--- config.mk ---
export PLATFORM = sky130hd
export DESIGN_NAME = rank_cluster_reorder
export DESIGN_NICKNAME = d
export VERILOG_FILES = /design/src/rtl/rc_pkg.sv /design/src/rtl/rc_hazard.sv /design/src/rtl/rc_rank_slot.sv /design/src/rtl/rc_insert_buf.sv /design/src/rtl/rank_cluster_reorder.sv
export SDC_FILE = /design/constraint.sdc
export NUM_CORES = 1
export LEC_CHECK = 0
export ABC_AREA = 1
export ABC_CLOCK_PERIOD_IN_PS = 8189
export BUFFER_PORTS_ARGS = -buffer_cell sky130_fd_sc_hd__buf_2
export CORE_MARGIN = 1.5
export CORE_UTILIZATION = 50
export DETAILED_ROUTE_END_ITERATION = 6
export PLACE_DENSITY = 0.71
export REMOVE_ABC_BUFFERS = 1
export SETUP_SLACK_MARGIN = 0.5
export SLEW_MARGIN = 0
export SYNTH_ARGS = -nofsm -noshare
export SYNTH_HDL_FRONTEND = slang
export SYNTH_SLANG_ARGS = --single-unit
--- constraint.sdc ---
create_clock -name clk -period 8.19 [get_ports clk]
set_input_delay 0.819 -clock clk [delete_from_list [all_inputs] [get_ports clk]]
set_output_delay 0.819 -clock clk [all_outputs]
set_load 0.05 [all_outputs]
--- src/rtl/rc_pkg.sv ---
`timescale 1ns/1ps
package rc_pkg;
  typedef enum logic {
    PH_IDLE = 1'b0,
    PH_RUN  = 1'b1
  } rc_phase_e;
endpackage

--- src/rtl/rc_hazard.sv ---
`timescale 1ns/1ps
// Selects the slot under processing and flags a read that must not be
// promoted because an older write of the same rank targets its address.
module rc_hazard #(
  parameter int DEPTH  = 8,
  parameter int RANK_W = 2,
  parameter int ADDR_W = 8,
  parameter int PW     = 4
) (
  input  logic [DEPTH*RANK_W-1:0] rank_v,
  input  logic [DEPTH-1:0]        rd_v,
  input  logic [DEPTH*ADDR_W-1:0] addr_v,
  input  logic [PW-1:0]           idx,
  output logic [RANK_W-1:0]       cur_rank,
  output logic                    cur_rd,
  output logic [ADDR_W-1:0]       cur_addr,
  output logic                    pinned
);
  logic older_wr;

  always_comb begin
    cur_rank = '0;
    cur_rd   = 1'b0;
    cur_addr = '0;
    for (int k = 0; k < DEPTH; k++) begin
      if (k == int'(idx)) begin
        cur_rank = rank_v[k*RANK_W +: RANK_W];
        cur_rd   = rd_v[k];
        cur_addr = addr_v[k*ADDR_W +: ADDR_W];
      end
    end
  end

  always_comb begin
    older_wr = 1'b0;
    for (int k = 0; k < DEPTH; k++) begin
      if ((k < int'(idx)) && !rd_v[k] &&
          (rank_v[k*RANK_W +: RANK_W] == cur_rank) &&
          (addr_v[k*ADDR_W +: ADDR_W] == cur_addr))
        older_wr = 1'b1;
    end
    pinned = cur_rd && older_wr;
  end
endmodule

--- src/rtl/rc_rank_slot.sv ---
`timescale 1ns/1ps
// Per-rank bookkeeping: first-seen order, end of promoted reads,
// end of the set, and read/write counters.
module rc_rank_slot #(
  parameter int PW     = 4,
  parameter int RANK_W = 2
) (
  input  logic              clk,
  input  logic              rst_n,
  input  logic              clear,
  input  logic              step,
  input  logic              hit,
  input  logic              promote,
  input  logic              is_rd,
  input  logic [PW-1:0]     idx,
  input  logic [RANK_W-1:0] cur_order,
  input  logic [RANK_W-1:0] new_order,
  output logic              seen_o,
  output logic [RANK_W-1:0] order_o,
  output logic [PW-1:0]     rd_mark_o,
  output logic [PW-1:0]     set_mark_o,
  output logic [PW-1:0]     nrd_o,
  output logic [PW-1:0]     nwr_o
);
  logic              seen_q, seen_d;
  logic [RANK_W-1:0] order_q, order_d;
  logic [PW-1:0]     rdm_q, rdm_d, setm_q, setm_d, nrd_q, nrd_d, nwr_q, nwr_d;
  logic [PW-1:0]     rd_base, set_base;

  always_comb begin
    seen_d   = seen_q;
    order_d  = order_q;
    rdm_d    = rdm_q;
    setm_d   = setm_q;
    nrd_d    = nrd_q;
    nwr_d    = nwr_q;
    rd_base  = seen_q ? rdm_q  : idx;
    set_base = seen_q ? setm_q : idx;
    if (clear) begin
      seen_d  = 1'b0;
      order_d = '0;
      rdm_d   = '0;
      setm_d  = '0;
      nrd_d   = '0;
      nwr_d   = '0;
    end else if (step && hit) begin
      if (!seen_q) begin
        seen_d  = 1'b1;
        order_d = new_order;
      end
      setm_d = set_base + 1'b1;
      rdm_d  = rd_base + PW'(promote);
      nrd_d  = nrd_q + PW'(is_rd);
      nwr_d  = nwr_q + PW'(!is_rd);
    end else if (step && seen_q && (order_q > cur_order)) begin
      setm_d = setm_q + 1'b1;
      rdm_d  = rdm_q + 1'b1;
    end
  end

  always_ff @(posedge clk or negedge rst_n) begin
    if (!rst_n) begin
      seen_q  <= 1'b0;
      order_q <= '0;
      rdm_q   <= '0;
      setm_q  <= '0;
      nrd_q   <= '0;
      nwr_q   <= '0;
    end else if (clear || step) begin
      seen_q  <= seen_d;
      order_q <= order_d;
      rdm_q   <= rdm_d;
      setm_q  <= setm_d;
      nrd_q   <= nrd_d;
      nwr_q   <= nwr_d;
    end
  end

  assign seen_o     = seen_q;
  assign order_o    = order_q;
  assign rd_mark_o  = rdm_q;
  assign set_mark_o = setm_q;
  assign nrd_o      = nrd_q;
  assign nwr_o      = nwr_q;

  // the promoted-read region never extends past the end of its set
  p_rd_within_set_r4: assert property (@(posedge clk) disable iff (!rst_n)
    rdm_q <= setm_q) else $error("promoted region past set end");

  // a rank that was never seen carries no counts
  p_unseen_empty_r6: assert property (@(posedge clk) disable iff (!rst_n)
    !seen_q |-> (nrd_q == '0) && (nwr_q == '0)) else $error("counts on unseen rank");
endmodule

--- src/rtl/rc_insert_buf.sv ---
`timescale 1ns/1ps
// Output buffer with insert-and-shift: the new entry lands at ins_pos and
// slots ins_pos..fill-1 move one slot later.
module rc_insert_buf #(
  parameter int DEPTH  = 8,
  parameter int RANK_W = 2,
  parameter int ADDR_W = 8,
  parameter int PW     = 4
) (
  input  logic                    clk,
  input  logic                    rst_n,
  input  logic                    clear,
  input  logic                    ins_en,
  input  logic [PW-1:0]           ins_pos,
  input  logic [PW-1:0]           fill,
  input  logic [RANK_W-1:0]       new_rank,
  input  logic                    new_rd,
  input  logic [ADDR_W-1:0]       new_addr,
  output logic [DEPTH*RANK_W-1:0] rank_o,
  output logic [DEPTH-1:0]        rd_o,
  output logic [DEPTH*ADDR_W-1:0] addr_o
);
  logic [RANK_W-1:0] rk_q [DEPTH];
  logic              rd_q [DEPTH];
  logic [ADDR_W-1:0] ad_q [DEPTH];

  for (genvar s = 0; s < DEPTH; s++) begin : g_slot
    localparam int PREV = (s == 0) ? 0 : s - 1;
    logic [RANK_W-1:0] rk_d;
    logic              rd_d;
    logic [ADDR_W-1:0] ad_d;

    always_comb begin
      rk_d = rk_q[s];
      rd_d = rd_q[s];
      ad_d = ad_q[s];
      if (clear) begin
        rk_d = '0;
        rd_d = 1'b0;
        ad_d = '0;
      end else if (s == int'(ins_pos)) begin
        rk_d = new_rank;
        rd_d = new_rd;
        ad_d = new_addr;
      end else if ((s > int'(ins_pos)) && (s <= int'(fill)) && (s != 0)) begin
        rk_d = rk_q[PREV];
        rd_d = rd_q[PREV];
        ad_d = ad_q[PREV];
      end
    end

    always_ff @(posedge clk or negedge rst_n) begin
      if (!rst_n) begin
        rk_q[s] <= '0;
        rd_q[s] <= 1'b0;
        ad_q[s] <= '0;
      end else if (clear || ins_en) begin
        rk_q[s] <= rk_d;
        rd_q[s] <= rd_d;
        ad_q[s] <= ad_d;
      end
    end

    assign rank_o[s*RANK_W +: RANK_W] = rk_q[s];
    assign rd_o[s]                    = rd_q[s];
    assign addr_o[s*ADDR_W +: ADDR_W] = ad_q[s];
  end

  // an insertion never lands beyond the filled region
  p_pos_in_fill_r2: assert property (@(posedge clk) disable iff (!rst_n)
    ins_en |-> (ins_pos <= fill)) else $error("insert beyond fill");
endmodule

--- src/rtl/rank_cluster_reorder.sv ---
`timescale 1ns/1ps
module rank_cluster_reorder
  import rc_pkg::*;
#(
  parameter  int DEPTH  = 8,
  parameter  int RANKS  = 4,
  parameter  int ADDR_W = 8,
  localparam int RANK_W = (RANKS > 1) ? $clog2(RANKS) : 1,
  localparam int PW     = $clog2(DEPTH + 1)
) (
  input  logic                    clk,
  input  logic                    rst_n,
  input  logic                    start_i,
  input  logic [PW-1:0]           count_i,
  input  logic [DEPTH*RANK_W-1:0] rank_i,
  input  logic [DEPTH-1:0]        is_rd_i,
  input  logic [DEPTH*ADDR_W-1:0] addr_i,
  output logic                    busy_o,
  output logic                    done_o,
  output logic [DEPTH*RANK_W-1:0] rank_o,
  output logic [DEPTH-1:0]        is_rd_o,
  output logic [DEPTH*ADDR_W-1:0] addr_o,
  output logic [RANKS*PW-1:0]     tot_o,
  output logic [RANKS*PW-1:0]     rd_cnt_o,
  output logic [RANKS*PW-1:0]     wr_cnt_o
);
  rc_phase_e               phase_q, phase_d;
  logic [PW-1:0]           idx_q, idx_d, cnt_q, cnt_d, cnt_clamp;
  logic                    done_q, done_d;
  logic [RANK_W:0]         seen_cnt_q, seen_cnt_d;
  logic [DEPTH*RANK_W-1:0] snap_rank_q;
  logic [DEPTH-1:0]        snap_rd_q;
  logic [DEPTH*ADDR_W-1:0] snap_addr_q;
  logic                    accept, step, last;

  logic [RANK_W-1:0] cur_rank;
  logic              cur_rd, pinned, promote;
  logic [ADDR_W-1:0] cur_addr;

  logic              seen_v [RANKS];
  logic [RANK_W-1:0] order_a [RANKS];
  logic [PW-1:0]     rdm_a [RANKS], setm_a [RANKS], nrd_a [RANKS], nwr_a [RANKS];
  logic              cur_seen;
  logic [RANK_W-1:0] cur_order;
  logic [PW-1:0]     rdm_sel, setm_sel, ins_pos;

  assign accept    = (phase_q == PH_IDLE) && start_i;
  assign step      = (phase_q == PH_RUN);
  assign last      = step && (idx_q == cnt_q - 1'b1);
  assign cnt_clamp = (count_i > PW'(DEPTH)) ? PW'(DEPTH) : count_i;

  always_comb begin
    phase_d    = phase_q;
    idx_d      = idx_q;
    cnt_d      = cnt_q;
    seen_cnt_d = seen_cnt_q;
    done_d     = 1'b0;
    if (accept) begin
      cnt_d      = cnt_clamp;
      idx_d      = '0;
      seen_cnt_d = '0;
      phase_d    = (cnt_clamp != '0) ? PH_RUN : PH_IDLE;
      done_d     = (cnt_clamp == '0);
    end else if (step) begin
      idx_d = idx_q + 1'b1;
      if (!cur_seen) seen_cnt_d = seen_cnt_q + 1'b1;
      if (last) begin
        phase_d = PH_IDLE;
        done_d  = 1'b1;
      end
    end
  end

  always_ff @(posedge clk or negedge rst_n) begin
    if (!rst_n) begin
      phase_q    <= PH_IDLE;
      idx_q      <= '0;
      cnt_q      <= '0;
      seen_cnt_q <= '0;
      done_q     <= 1'b0;
    end else begin
      phase_q    <= phase_d;
      idx_q      <= idx_d;
      cnt_q      <= cnt_d;
      seen_cnt_q <= seen_cnt_d;
      done_q     <= done_d;
    end
  end

  always_ff @(posedge clk or negedge rst_n) begin
    if (!rst_n) begin
      snap_rank_q <= '0;
      snap_rd_q   <= '0;
      snap_addr_q <= '0;
    end else if (accept) begin
      snap_rank_q <= rank_i;
      snap_rd_q   <= is_rd_i;
      snap_addr_q <= addr_i;
    end
  end

  rc_hazard #(.DEPTH(DEPTH), .RANK_W(RANK_W), .ADDR_W(ADDR_W), .PW(PW)) hazard_i (
    .rank_v(snap_rank_q), .rd_v(snap_rd_q), .addr_v(snap_addr_q), .idx(idx_q),
    .cur_rank(cur_rank), .cur_rd(cur_rd), .cur_addr(cur_addr), .pinned(pinned)
  );

  assign promote = cur_rd && !pinned;

  for (genvar r = 0; r < RANKS; r++) begin : g_rank
    rc_rank_slot #(.PW(PW), .RANK_W(RANK_W)) slot_i (
      .clk(clk), .rst_n(rst_n), .clear(accept), .step(step),
      .hit(cur_rank == RANK_W'(r)), .promote(promote), .is_rd(cur_rd),
      .idx(idx_q), .cur_order(cur_order), .new_order(seen_cnt_q[RANK_W-1:0]),
      .seen_o(seen_v[r]), .order_o(order_a[r]), .rd_mark_o(rdm_a[r]),
      .set_mark_o(setm_a[r]), .nrd_o(nrd_a[r]), .nwr_o(nwr_a[r])
    );
    assign tot_o[r*PW +: PW]    = nrd_a[r] + nwr_a[r];
    assign rd_cnt_o[r*PW +: PW] = nrd_a[r];
    assign wr_cnt_o[r*PW +: PW] = nwr_a[r];
  end

  always_comb begin
    cur_seen = 1'b0;
    cur_order = seen_cnt_q[RANK_W-1:0];
    rdm_sel  = idx_q;
    setm_sel = idx_q;
    for (int r = 0; r < RANKS; r++) begin
      if ((cur_rank == RANK_W'(r)) && seen_v[r]) begin
        cur_seen  = 1'b1;
        cur_order = order_a[r];
        rdm_sel   = rdm_a[r];
        setm_sel  = setm_a[r];
      end
    end
    ins_pos = promote ? rdm_sel : setm_sel;
  end

  rc_insert_buf #(.DEPTH(DEPTH), .RANK_W(RANK_W), .ADDR_W(ADDR_W), .PW(PW)) buf_i (
    .clk(clk), .rst_n(rst_n), .clear(accept), .ins_en(step), .ins_pos(ins_pos),
    .fill(idx_q), .new_rank(cur_rank), .new_rd(cur_rd), .new_addr(cur_addr),
    .rank_o(rank_o), .rd_o(is_rd_o), .addr_o(addr_o)
  );

  assign busy_o = step;
  assign done_o = done_q;

  int tot_sum;
  int seen_sum;
  always_comb begin
    tot_sum  = 0;
    seen_sum = 0;
    for (int r = 0; r < RANKS; r++) begin
      tot_sum  = tot_sum + int'(nrd_a[r]) + int'(nwr_a[r]);
      seen_sum = seen_sum + int'(seen_v[r]);
    end
  end

  // per-rank counts account for every snapshot entry at completion
  p_sum_matches_r6: assert property (@(posedge clk) disable iff (!rst_n)
    done_q |-> (tot_sum == int'(cnt_q))) else $error("count sum mismatch");

  // done lasts one cycle unless a new empty pass is accepted
  p_done_pulse_r7: assert property (@(posedge clk) disable iff (!rst_n)
    (done_q && !start_i) |=> !done_q) else $error("done longer than one cycle");

  // the slot index stays inside the snapshot while busy
  p_busy_idx_r7: assert property (@(posedge clk) disable iff (!rst_n)
    step |-> (idx_q < cnt_q)) else $error("index past snapshot");

  // number of first-seen ranks matches the order allocator
  p_seen_cnt_r2: assert property (@(posedge clk) disable iff (!rst_n)
    seen_sum == int'(seen_cnt_q)) else $error("seen count mismatch");

  // a start during a pass leaves the snapshot unchanged
  p_start_ignored_r9: assert property (@(posedge clk) disable iff (!rst_n)
    (step && start_i) |=> $stable(snap_rank_q) && $stable(cnt_q)) else $error("start accepted while busy");
endmodule

* After elaboration in Yosys (flattened, before gate mapping)
Cells that the tools add are included.
** Cells by class
- Add/sub/neg operators :: 31
- Order comparisons :: 27
- Eq/ne operators :: 39
- Muxes and demuxes :: 199
- Bitwise gates (word level) :: 1
- Reduce and logical (&&, ||, !) cells :: 105
** Operator list (number)
- $mux 8 :: 31
- $mux 4 :: 60
- $mux 2 :: 47
- $eq 8x8->1 :: 8
- $mux 1 :: 58
- $add 4x1->4 const B :: 13
- $logic_and 1x1->1 :: 51
- $add 4x1->4 :: 12
- $reduce_and 2->1 :: 17
- $reduce_bool 3->1 :: 11
- $eq 4x4->1 const A :: 8
- $add 4x4->4 :: 4
- $eq 2x2->1 :: 8
- $eq 3x4->1 const A :: 4
- $gt 3x4->1 const A :: 4
- $le 3x4->1 const A :: 4
- $lt 3x4->1 const A :: 4
- $logic_not 4->1 :: 3
- $reduce_and 3->1 :: 4
- $reduce_bool 2->1 :: 6
- $logic_not 1->1 :: 10
- $ne 2x1->1 const B :: 5
- $mux 3 :: 3
- $eq 2x4->1 const A :: 2
- 17 further kinds :: 25
** Storage, ports and cells
- Register bits after elaboration :: 265
- Output and inout bits :: 138
- Logic and storage cells :: 458

* Depth between registers and ports, before layout
Gate-level depths: netlist of the first run.
- Depth in word-level cells :: 29
- Depth in mapped cells :: 34
- Mapped depth without buffers :: 32

* By module
A second synthesis of the first run with hierarchy kept.
** Unflattened totals
- Cells, all modules :: 2434
- Area, all modules :: 16962.5 sq um
** By module, submodules not included
- rank_cluster_reorder :: instances 1, cells an instance 653, area an instance 4992.3 sq um
- rc_rank_slot :: instances 4, cells an instance 153, area an instance 1231.2 sq um
- rc_insert_buf :: instances 1, cells an instance 609, area an instance 4411.7 sq um
- rc_hazard :: instances 1, cells an instance 560, area an instance 2633.8 sq um

* Worst setup path before layout of the first run
OpenSTA, ideal clock, no wires.
- Path kind :: reg2reg
- Start :: register idx_q[0]
- End :: register g_rank[0].slot_i.setm_q[1]
- Data arrival time :: 3.973 ns
- Required time :: 8.068 ns
- Path slack :: 4.095 ns
- Cell stages (with the launch flop) :: 29
- Path buffers :: 3
- Clock period less this slack :: 4.095 ns
- Cell sequence :: dfrtp_1 -> inv_1 -> clkbuf_1 -> ha_1 -> clkbuf_1 -> nand3_1 -> nand2_1 -> nand2_1 -> nand2_1 -> nand2_1 -> nand2_1 -> nand2_1 -> nand2_2 -> nand2_2 -> clkinv_2 -> nand2_1 -> nor2_4 -> inv_2 -> buf_2 -> o21ai_0 -> inv_1 -> ha_1 -> a21oi_1 -> a21oi_1 -> a31oi_1 -> nand2_1 -> nand2_1 -> inv_1 -> a32o_1
** Between the ends
- Cells in the longest elaborated chain, start to end :: 19
** RTL lines
- start, declared :: RTL line rank_cluster_reorder.sv:28 : logic [PW-1:0] idx_q, idx_d, cnt_q, cnt_d, cnt_clamp;
- start signal, assigned :: RTL line rank_cluster_reorder.sv:83 : idx_q <= idx_d;
- $logic_not 4->1 :: RTL line rc_hazard.sv:26 : if (k == int'(idx)) begin
- $mux 2 (8 in a row) :: RTL line rc_hazard.sv:26
- $logic_not 2->1 :: RTL line rank_cluster_reorder.sv:112, rank_cluster_reorder.sv:128
- $logic_and 1x1->1 :: RTL line rank_cluster_reorder.sv:128 : if ((cur_rank == RANK_W'(r)) && seen_v[r]) begin
- $mux 2 (4 in a row) :: RTL line rank_cluster_reorder.sv:128
- $gt 2x2->1 :: RTL line rc_rank_slot.sv:55 : end else if (step && seen_q && (order_q > cur_order)) begin
- $logic_and 1x1->1 :: RTL line rc_rank_slot.sv:55
- $reduce_bool 3->1 (no source line)
- $reduce_and 2->1 (no source line)
- end signal, assigned :: RTL line rc_rank_slot.sv:73 : setm_q <= setm_d;
- end, declared :: RTL line rc_rank_slot.sv:27 : logic [PW-1:0] rdm_q, rdm_d, setm_q, setm_d, nrd_q, nrd_d, nwr_q, nwr_d;
Several ways; a longest one is shown, not always the timed one.
A chain may end at the register's enable or synchronous reset.

* Final worst setup path of the first run
- Start :: register idx_q[1]
- End :: register buf_i.ad_q (netlist bit buf_i.addr_o[47])
** Between the ends
- Cells in the longest elaborated chain, start to end :: 28
** RTL lines
- $logic_not 4->1 :: RTL line rc_hazard.sv:26
- $mux 2 (8 in a row) :: RTL line rc_hazard.sv:26
- $eq 2x2->1 :: RTL line rc_hazard.sv:38 : (rank_v[k*RANK_W +: RANK_W] == cur_rank) &&
- $logic_and 1x1->1 :: RTL line rc_hazard.sv:37 : if ((k < int'(idx)) && !rd_v[k] &&
- $logic_and 1x1->1 :: RTL line rc_hazard.sv:38
- $mux 1 (8 in a row) :: RTL line rc_hazard.sv:37
- $logic_and 1x1->1 :: RTL line rc_hazard.sv:42 : pinned = cur_rd && older_wr;
- $logic_not 1->1 :: RTL line rank_cluster_reorder.sv:107 : assign promote = cur_rd && !pinned;
- $logic_and 1x1->1 :: RTL line rank_cluster_reorder.sv:107
- $mux 4 :: RTL line rank_cluster_reorder.sv:135 : ins_pos = promote ? rdm_sel : setm_sel;
- $gt 3x4->1 :: RTL line rc_insert_buf.sv:45 : end else if ((s > int'(ins_pos)) && (s <= int'(fill)) && (s != 0)) begin
- $logic_and 1x1->1 :: RTL line rc_insert_buf.sv:45
- $reduce_bool 3->1 (no source line)
- $reduce_and 2->1 (no source line)
- end signal, assigned by index :: RTL line rc_insert_buf.sv:56 : ad_q[s] <= '0;
- end signal, assigned by index :: RTL line rc_insert_buf.sv:60 : ad_q[s] <= ad_d;
- end, declared :: RTL line rc_insert_buf.sv:25 : logic [ADDR_W-1:0] ad_q [DEPTH];
Several ways; a longest one is shown, not always the timed one.

==> results of run 1 <==
-- cell usage after synthesis (3+ instances only) --
| library cell | number | area, sq um |
|---|---|---|
| nand2_1 | 795 | 2984 |
| dfrtp_1 | 264 | 6606 |
| inv_1 | 208 | 780.8 |
| o21ai_0 | 205 | 1026 |
| nand3_1 | 185 | 925.9 |
| nor2_1 | 169 | 634.4 |
| a21oi_1 | 95 | 475.5 |
| ha_1 | 57 | 713.2 |
| clkbuf_1 | 49 | 183.9 |
| o21ai_1 | 39 | 195.2 |
| nand2_2 | 31 | 193.9 |
| xnor2_1 | 30 | 262.8 |
| buf_2 | 28 | 140.1 |
| xor2_1 | 26 | 227.7 |
| o22ai_1 | 18 | 112.6 |
| buf_4 | 12 | 90.09 |
| inv_2 | 11 | 41.29 |
| a31oi_1 | 9 | 56.30 |
| buf_1 | 9 | 33.78 |
| nor2_2 | 9 | 56.30 |
| nor3_1 | 8 | 40.04 |
| or2_2 | 8 | 50.05 |
| buf_6 | 7 | 78.83 |
| o211ai_1 | 6 | 45.04 |
| fa_1 | 4 | 80.08 |
| nand3b_1 | 4 | 30.03 |
| nand4_1 | 4 | 25.02 |
| nor2_4 | 4 | 45.04 |
| or2_0 | 3 | 18.77 |
-- per-layer routing --
layer	wire length, um	GRT usage (%)
met1	24090	45.24
met2	23090	47.35
met3	3866	4.426
met4	1262	7.541
met5	0	0
-- per-stage QoR --
step | setup slack, ps | hold slack [ps] | setup TNS [ps] | util [%]
after detailed placement | 1572 | 452.5 | 0 | 54.54
after floorplan | -2248 | 434.2 | -305850 | -
after global placement | 1616 | 451.4 | 0 | 54.54
final | 1381 | 308.4 | 0 | 57.46
after CTS | 1587 | 368.1 | 0 | 57.46
after global routing | 1091 | 391.7 | 0 | 57.46
-- cell families after synthesis --
| kind of cell | Yosys count | synth area share [%] |
|---|---|---|
| mux | 2 | 0.1369 |
| compound gates | 384 | 12.38 |
| xor+xnor | 56 | 2.982 |
| simple gates | 1230 | 31.20 |
| buf+inv | 328 | 8.308 |
| fa+ha+maj | 61 | 4.823 |
| flops | 264 | 40.17 |
-- worst min-delay path by stage --
stage	startpoint	endpoint	slack, ps	cells after the start
after global routing	rst_n	g_rank[0].slot_i.nwr_o[2]	390	1
after floorplan	snap_addr_q[62]	snap_addr_q[62]	430	2
after global placement	snap_addr_q[63]	snap_addr_q[63]	450	2
after detailed placement	snap_rank_q[14]	snap_rank_q[14]	450	2
final	rst_n	g_rank[0].slot_i.set_mark_o[3]	310	1
after CTS	rst_n	g_rank[0].slot_i.nwr_o[2]	370	1
-- sequential cells by signal, summed over array words and instances, names as in the netlist --
| register | flops |
|---|---|
| buf_i.addr_o | 64 |
| buf_i.rank_o | 16 |
| buf_i.rd_o | 8 |
| busy_o | 1 |
| cnt_q | 4 |
| done_o | 1 |
| g_rank.slot_i.nrd_o | 16 |
| g_rank.slot_i.nwr_o | 16 |
| g_rank.slot_i.order_o | 8 |
| g_rank.slot_i.rd_mark_o | 16 |
| g_rank.slot_i.seen_o | 4 |
| g_rank.slot_i.set_mark_o | 16 |
| idx_q | 4 |
| seen_cnt_q | 2 |
| snap_addr_q | 64 |
| snap_rank_q | 16 |
| snap_rd_q | 8 |
-- critical path, cell delays in order (launching register included) --
cell	delay (ps)
dfrtp_1	590
inv_1	440
ha_1	760
nand2_1	540
inv_1	400
a21oi_1	110
nand2_1	100
nand2_2	80
nand2_2	290
nand2_1	180
nor2_2	410
inv_2	200
nand2_1	160
nor2_1	80
nand2_1	80
nand4_1	140
nand3b_1	230
nand2_2	140
nand2_2	110
nor2_2	490
nor2_1	130
a21oi_1	830
nand2_1	110
nand2_1	110
-- area by class of cell --
| class | instances | area share (%) |
|---|---|---|
| flip-flops and latches | 264 | 35.43 |
| repair buffers | 239 | 6.562 |
| multi-input cells | 1733 | 45.48 |
| inverters | 222 | 4.482 |
| clock buffers | 39 | 4.529 |
| clock inverters | 15 | 0.5502 |
| well taps | 442 | 2.966 |
==> results.sh, run 1 <==
export IMPL_synth_area_per_cell_sq_um=7.073
export IMPL_synth_cells=2325
export IMPL_start_util_pct=50.67
export IMPL_worst_r2r_setup_slack_ps=1380
export IMPL_grt_max_degree=117
export IMPL_ff2ff_path_depth=23
export IMPL_synthDistinctLibCells=53
export IMPL_critPathMaxFanout=22
export IMPL_hold_viol=0
export IMPL_cts_num_sinks=264
export IMPL_yosysSeqAreaShare_pct=40.17
export IMPL_min_period_ps=6809
export IMPL_ant_nets=0
export IMPL_grt_overflow=0
export IMPL_startpoint="idx_q[1]"
export IMPL_numCtsBuffers=30
export IMPL_start_kind="register"
export IMPL_fmax_mhz=146.9
export IMPL_gp_congestion=0.9411
export IMPL_reg2reg_from="idx_q[1]"
export IMPL_syn_to_final_growth_pct=13.38
export IMPL_cts_setup_buffers=0
export IMPL_drv_slew=0
export IMPL_drc=0
export IMPL_critical_path_class="register to register"
export IMPL_antenna_found_initial=0
export IMPL_cts_clk_slew_worst_paths_ps=60
export IMPL_layout_cells_non_filler=2954
export IMPL_slew_limit_headroom_pct=30.87
export IMPL_dpl_hpwl_mm=38.72
export IMPL_worstSetupEndpointType="register"
export IMPL_dp_cells=2900
export IMPL_drive_gt1_share_pct=14.73
export IMPL_status="complete, no violations"
export IMPL_worstPathRequired_ps=8700
export IMPL_viasPerCell=5.421
export IMPL_finalSetupViolations=0
export IMPL_io_buffer_count=232
export IMPL_crit_end="buf_i.addr_o[47]"
export IMPL_ys_warn_count=0
export IMPL_n_antenna_cell=0
export IMPL_nNetsFinal=2646
export IMPL_place_area_sq_um=17700
export IMPL_final_common_cell="nand2_1"
export IMPL_synth_flop_cell="dfrtp_1"
export IMPL_finalCritPeriodShare_pct=83.14
export IMPL_first_pass_iters=5
export IMPL_die_h_um=184.4
export IMPL_num_fill_cells=3122
export IMPL_clock_path_buffers=3
export IMPL_grt_pass1_vias=14650
export IMPL_vias=16010
export IMPL_core_area_sq_um=32450
export IMPL_postCtsHoldBufs=0
export IMPL_cts_tree="done"
export IMPL_synth_area_sq_um=16450
export IMPL_multi_input_area_sq_um=8481
export IMPL_min_path_type="input pin to async pin"
export IMPL_grt_pass1_wl_mm=81.90
export IMPL_io_pins=233
export IMPL_cp_arrival_ps=7310
export IMPL_die_area_sq_um=33990
export IMPL_seqCellArea_sq_um=6606
export IMPL_routed_wl_mm=52.31
export IMPL_synth_edf_count=0
export IMPL_drtIter0Drc=1660
export IMPL_fin_skew_ps=16.12
export IMPL_grt_setup_unrepaired="no"
export IMPL_die_x_um=184.4
export IMPL_most_common_layout_cells="795 x nand2_1, 264 x dfrtp_1, 231 x buf_2, 207 x inv_1, 205 x o21ai_0"
export IMPL_routedWlPerCell_um=17.71
export IMPL_synth_seq_cells=264
export IMPL_reg2reg_to="buf_i.addr_o[47]"
export IMPL_insertion_delay_ps=580
export IMPL_drv_cap=0
export IMPL_num_rows=66
export IMPL_async_flop_share_pct=100.0
export IMPL_track_usage_pct=30.71
export IMPL_worstMarginPinSlew_ps=1037
export IMPL_cts_root_buf="clkbuf_16"
export IMPL_cts_resized=0
export IMPL_htree_levels=1
export IMPL_finalInstanceArea_sq_um=18650
Power of run 1 is left out: the tool's default activity adds up to more than one toggle a clock period on the data nets, which glitch-free logic cannot reach.
==> run 2, diff against run 1 <==
--- a/config.mk
+++ b/config.mk
@@ -6,7 +6,7 @@
 export NUM_CORES = 1
 export LEC_CHECK = 0
 export ABC_AREA = 1
-export ABC_CLOCK_PERIOD_IN_PS = 8189
+export ABC_CLOCK_PERIOD_IN_PS = 6500
 export BUFFER_PORTS_ARGS = -buffer_cell sky130_fd_sc_hd__buf_2
 export CORE_MARGIN = 1.5
 export CORE_UTILIZATION = 50
==> constraint.sdc (replaced) <==
create_clock -name clk -period 6.5 [get_ports clk]
set_input_delay 0.65 -clock clk [delete_from_list [all_inputs] [get_ports clk]]
set_output_delay 0.65 -clock clk [all_outputs]
set_load 0.05 [all_outputs]
==> run 2 against run 1 <==
  * Clock-buffer cell count rose by 6
  * Cell area rose by 1.5%
  * Register-to-register slack got worse by 380 ps
  * Via count rose by 0.89%
  * Utilization rose by 0.85 points
  * Worst setup slack got worse by 380 ps
  * Sequential share of layout area fell by 0.51 points
  * Hold slack got worse by 250 ps
  * Non-clock buffer count rose by 21
  * Critical path type unchanged
  * Largest cell class unchanged
  * Highest routed layer unchanged
==> results.sh, run 2 (same netlist as run 1, synthesis figures left out) <==
export IMPL_n_antenna_cell=0
export IMPL_grt_pass1_vias=14970
export IMPL_critical_path_slowest_cell="a21oi_1"
export IMPL_die_h_um=184.4
export IMPL_crit_top_cell="nand2_1"
export IMPL_cts_tree="done"
export IMPL_viasPerCell=5.423
export IMPL_postCtsHoldBufs=0
export IMPL_cts_setup_buffers=0
export IMPL_drv_cap=0
export IMPL_start_util_pct=50.67
export IMPL_wl_met3_mm=4.076
export IMPL_worstSetupEndpointType="register"
export IMPL_start_kind="register"
export IMPL_fin_skew_ps=24.49
export IMPL_grt_overflow=0
export IMPL_die_x_um=184.4
export IMPL_reg2reg_from="idx_q[1]"
export IMPL_worst_r2r_setup_slack_ps=1000
export IMPL_finalCritPeriodShare_pct=84.59
export IMPL_final_common_cell="nand2_1"
export IMPL_wl_met1_mm=24.06
export IMPL_routedWlPerCell_um=17.59
export IMPL_routed_top_layer="met4"
export IMPL_grt_max_degree=124
export IMPL_slowest_delay_ps=730
export IMPL_finalInstanceArea_sq_um=18920
export IMPL_htree_levels=1
export IMPL_cts_num_sinks=264
export IMPL_drc=0
export IMPL_critPathMaxFanout=22
export IMPL_drv_slew=0
export IMPL_drtIter0Drc=1401
export IMPL_hold_viol=0
export IMPL_wl_met2_mm=22.86
export IMPL_cts_root_buf="clkbuf_16"
export IMPL_finalSetupViolations=0
export IMPL_cp_arrival_ps=6030
export IMPL_cts_clk_slew_worst_paths_ps=60
export IMPL_insertion_delay_ps=590
export IMPL_grt_pass1_wl_mm=82.68
export IMPL_fin_util_pct=58.30
export IMPL_min_period_ps=5499
export IMPL_num_rows=66
export IMPL_place_area_sq_um=17860
export IMPL_min_path_type="input pin to async pin"
export IMPL_routed_wl_mm=52.40
export IMPL_clock_path_buffers=3
export IMPL_vias=16160
export IMPL_dp_cells=2921
export IMPL_syn_to_final_growth_pct=15.06
export IMPL_track_usage_pct=30.85
export IMPL_reg2reg_to="buf_i.addr_o[43]"
export IMPL_worstPathRequired_ps=7030
export IMPL_gp_congestion=0.9802
export IMPL_grt_setup_unrepaired="no"
export IMPL_drive_gt1_share_pct=15.57
export IMPL_io_pins=233
export IMPL_cts_resized=0
export IMPL_slew_limit_headroom_pct=29.84
export IMPL_core_area_sq_um=32450
export IMPL_ff2ff_path_depth=26
export IMPL_layout_cells_non_filler=2979
export IMPL_worstMarginPinSlew_ps=1052
export IMPL_die_area_sq_um=33990
export IMPL_antenna_found_initial=0
export IMPL_first_pass_iters=7
export IMPL_numCtsBuffers=31
export IMPL_nNetsFinal=2668
export IMPL_fmax_mhz=181.9
export IMPL_ant_nets=0
export IMPL_dpl_hpwl_mm=38.98
export IMPL_most_common_layout_cells="795 x nand2_1, 263 x dfrtp_1, 231 x buf_2, 206 x inv_1, 205 x o21ai_0"
export IMPL_io_buffer_count=232
export IMPL_critical_path_class="register to register"
export IMPL_status="complete, no violations"
==> run 2: worst max path at each step <==
stage,startpoint,end,slack (ps),depth (start not counted)
4_1_cts,idx_q[1],buf_i.addr_o[43],970,26
3_3_place_gp,idx_q[1],buf_i.addr_o[62],1090,25
6_report,idx_q[1],buf_i.addr_o[43],1000,26
5_1_grt,idx_q[1],buf_i.addr_o[16],670,28
2_1_floorplan,busy_o,buf_i.addr_o[16],-3940,7
3_5_place_dp,idx_q[1],buf_i.addr_o[43],990,26
==> run 2: through the flow <==
| stage | setup WS [ps] | hold slack [ps] | setup TNS, ps |
|---|---|---|---|
| after floorplan | -3938 | 354.4 | -598350 |
| after global placement | 1091 | 449.2 | 0 |
| after detailed placement | 990.7 | 458.9 | 0 |
| after CTS | 969.3 | 163.8 | 0 |
| after global routing | 667.0 | 177.5 | 0 |
| final | 1001 | 58.78 | 0 |
==> run 2: cell type report <==
cell class | count | area (sq um)
fill | 3139 | 13530
multi-input combinational | 1733 | 8487
sequential | 264 | 6608
timing repair buffer | 260 | 1381
clock buffer | 45 | 908.4
inverter | 222 | 839.6
tap | 442 | 553.0
clock inverter | 13 | 145.1
==> run 2: critical path, delay by kind of cell (launching register included) <==
family	cells	cell delay (ps)
AO/OA/AOI/OAI	3	1350
buffers and inverters	7	1430
flip-flops	1	570
adder cells (fa/ha/maj)	1	260
AND/OR/NAND/NOR	15	1810
==> run 2: per-layer routing <==
metal  global-route usage, %  vias up
met2                   46.97      717
met1                   45.63     7537
met4                   8.164        0
li1                        -     7811
met3                   4.545       91
met5                       0        -
Power of run 2 is left out for the same reason.
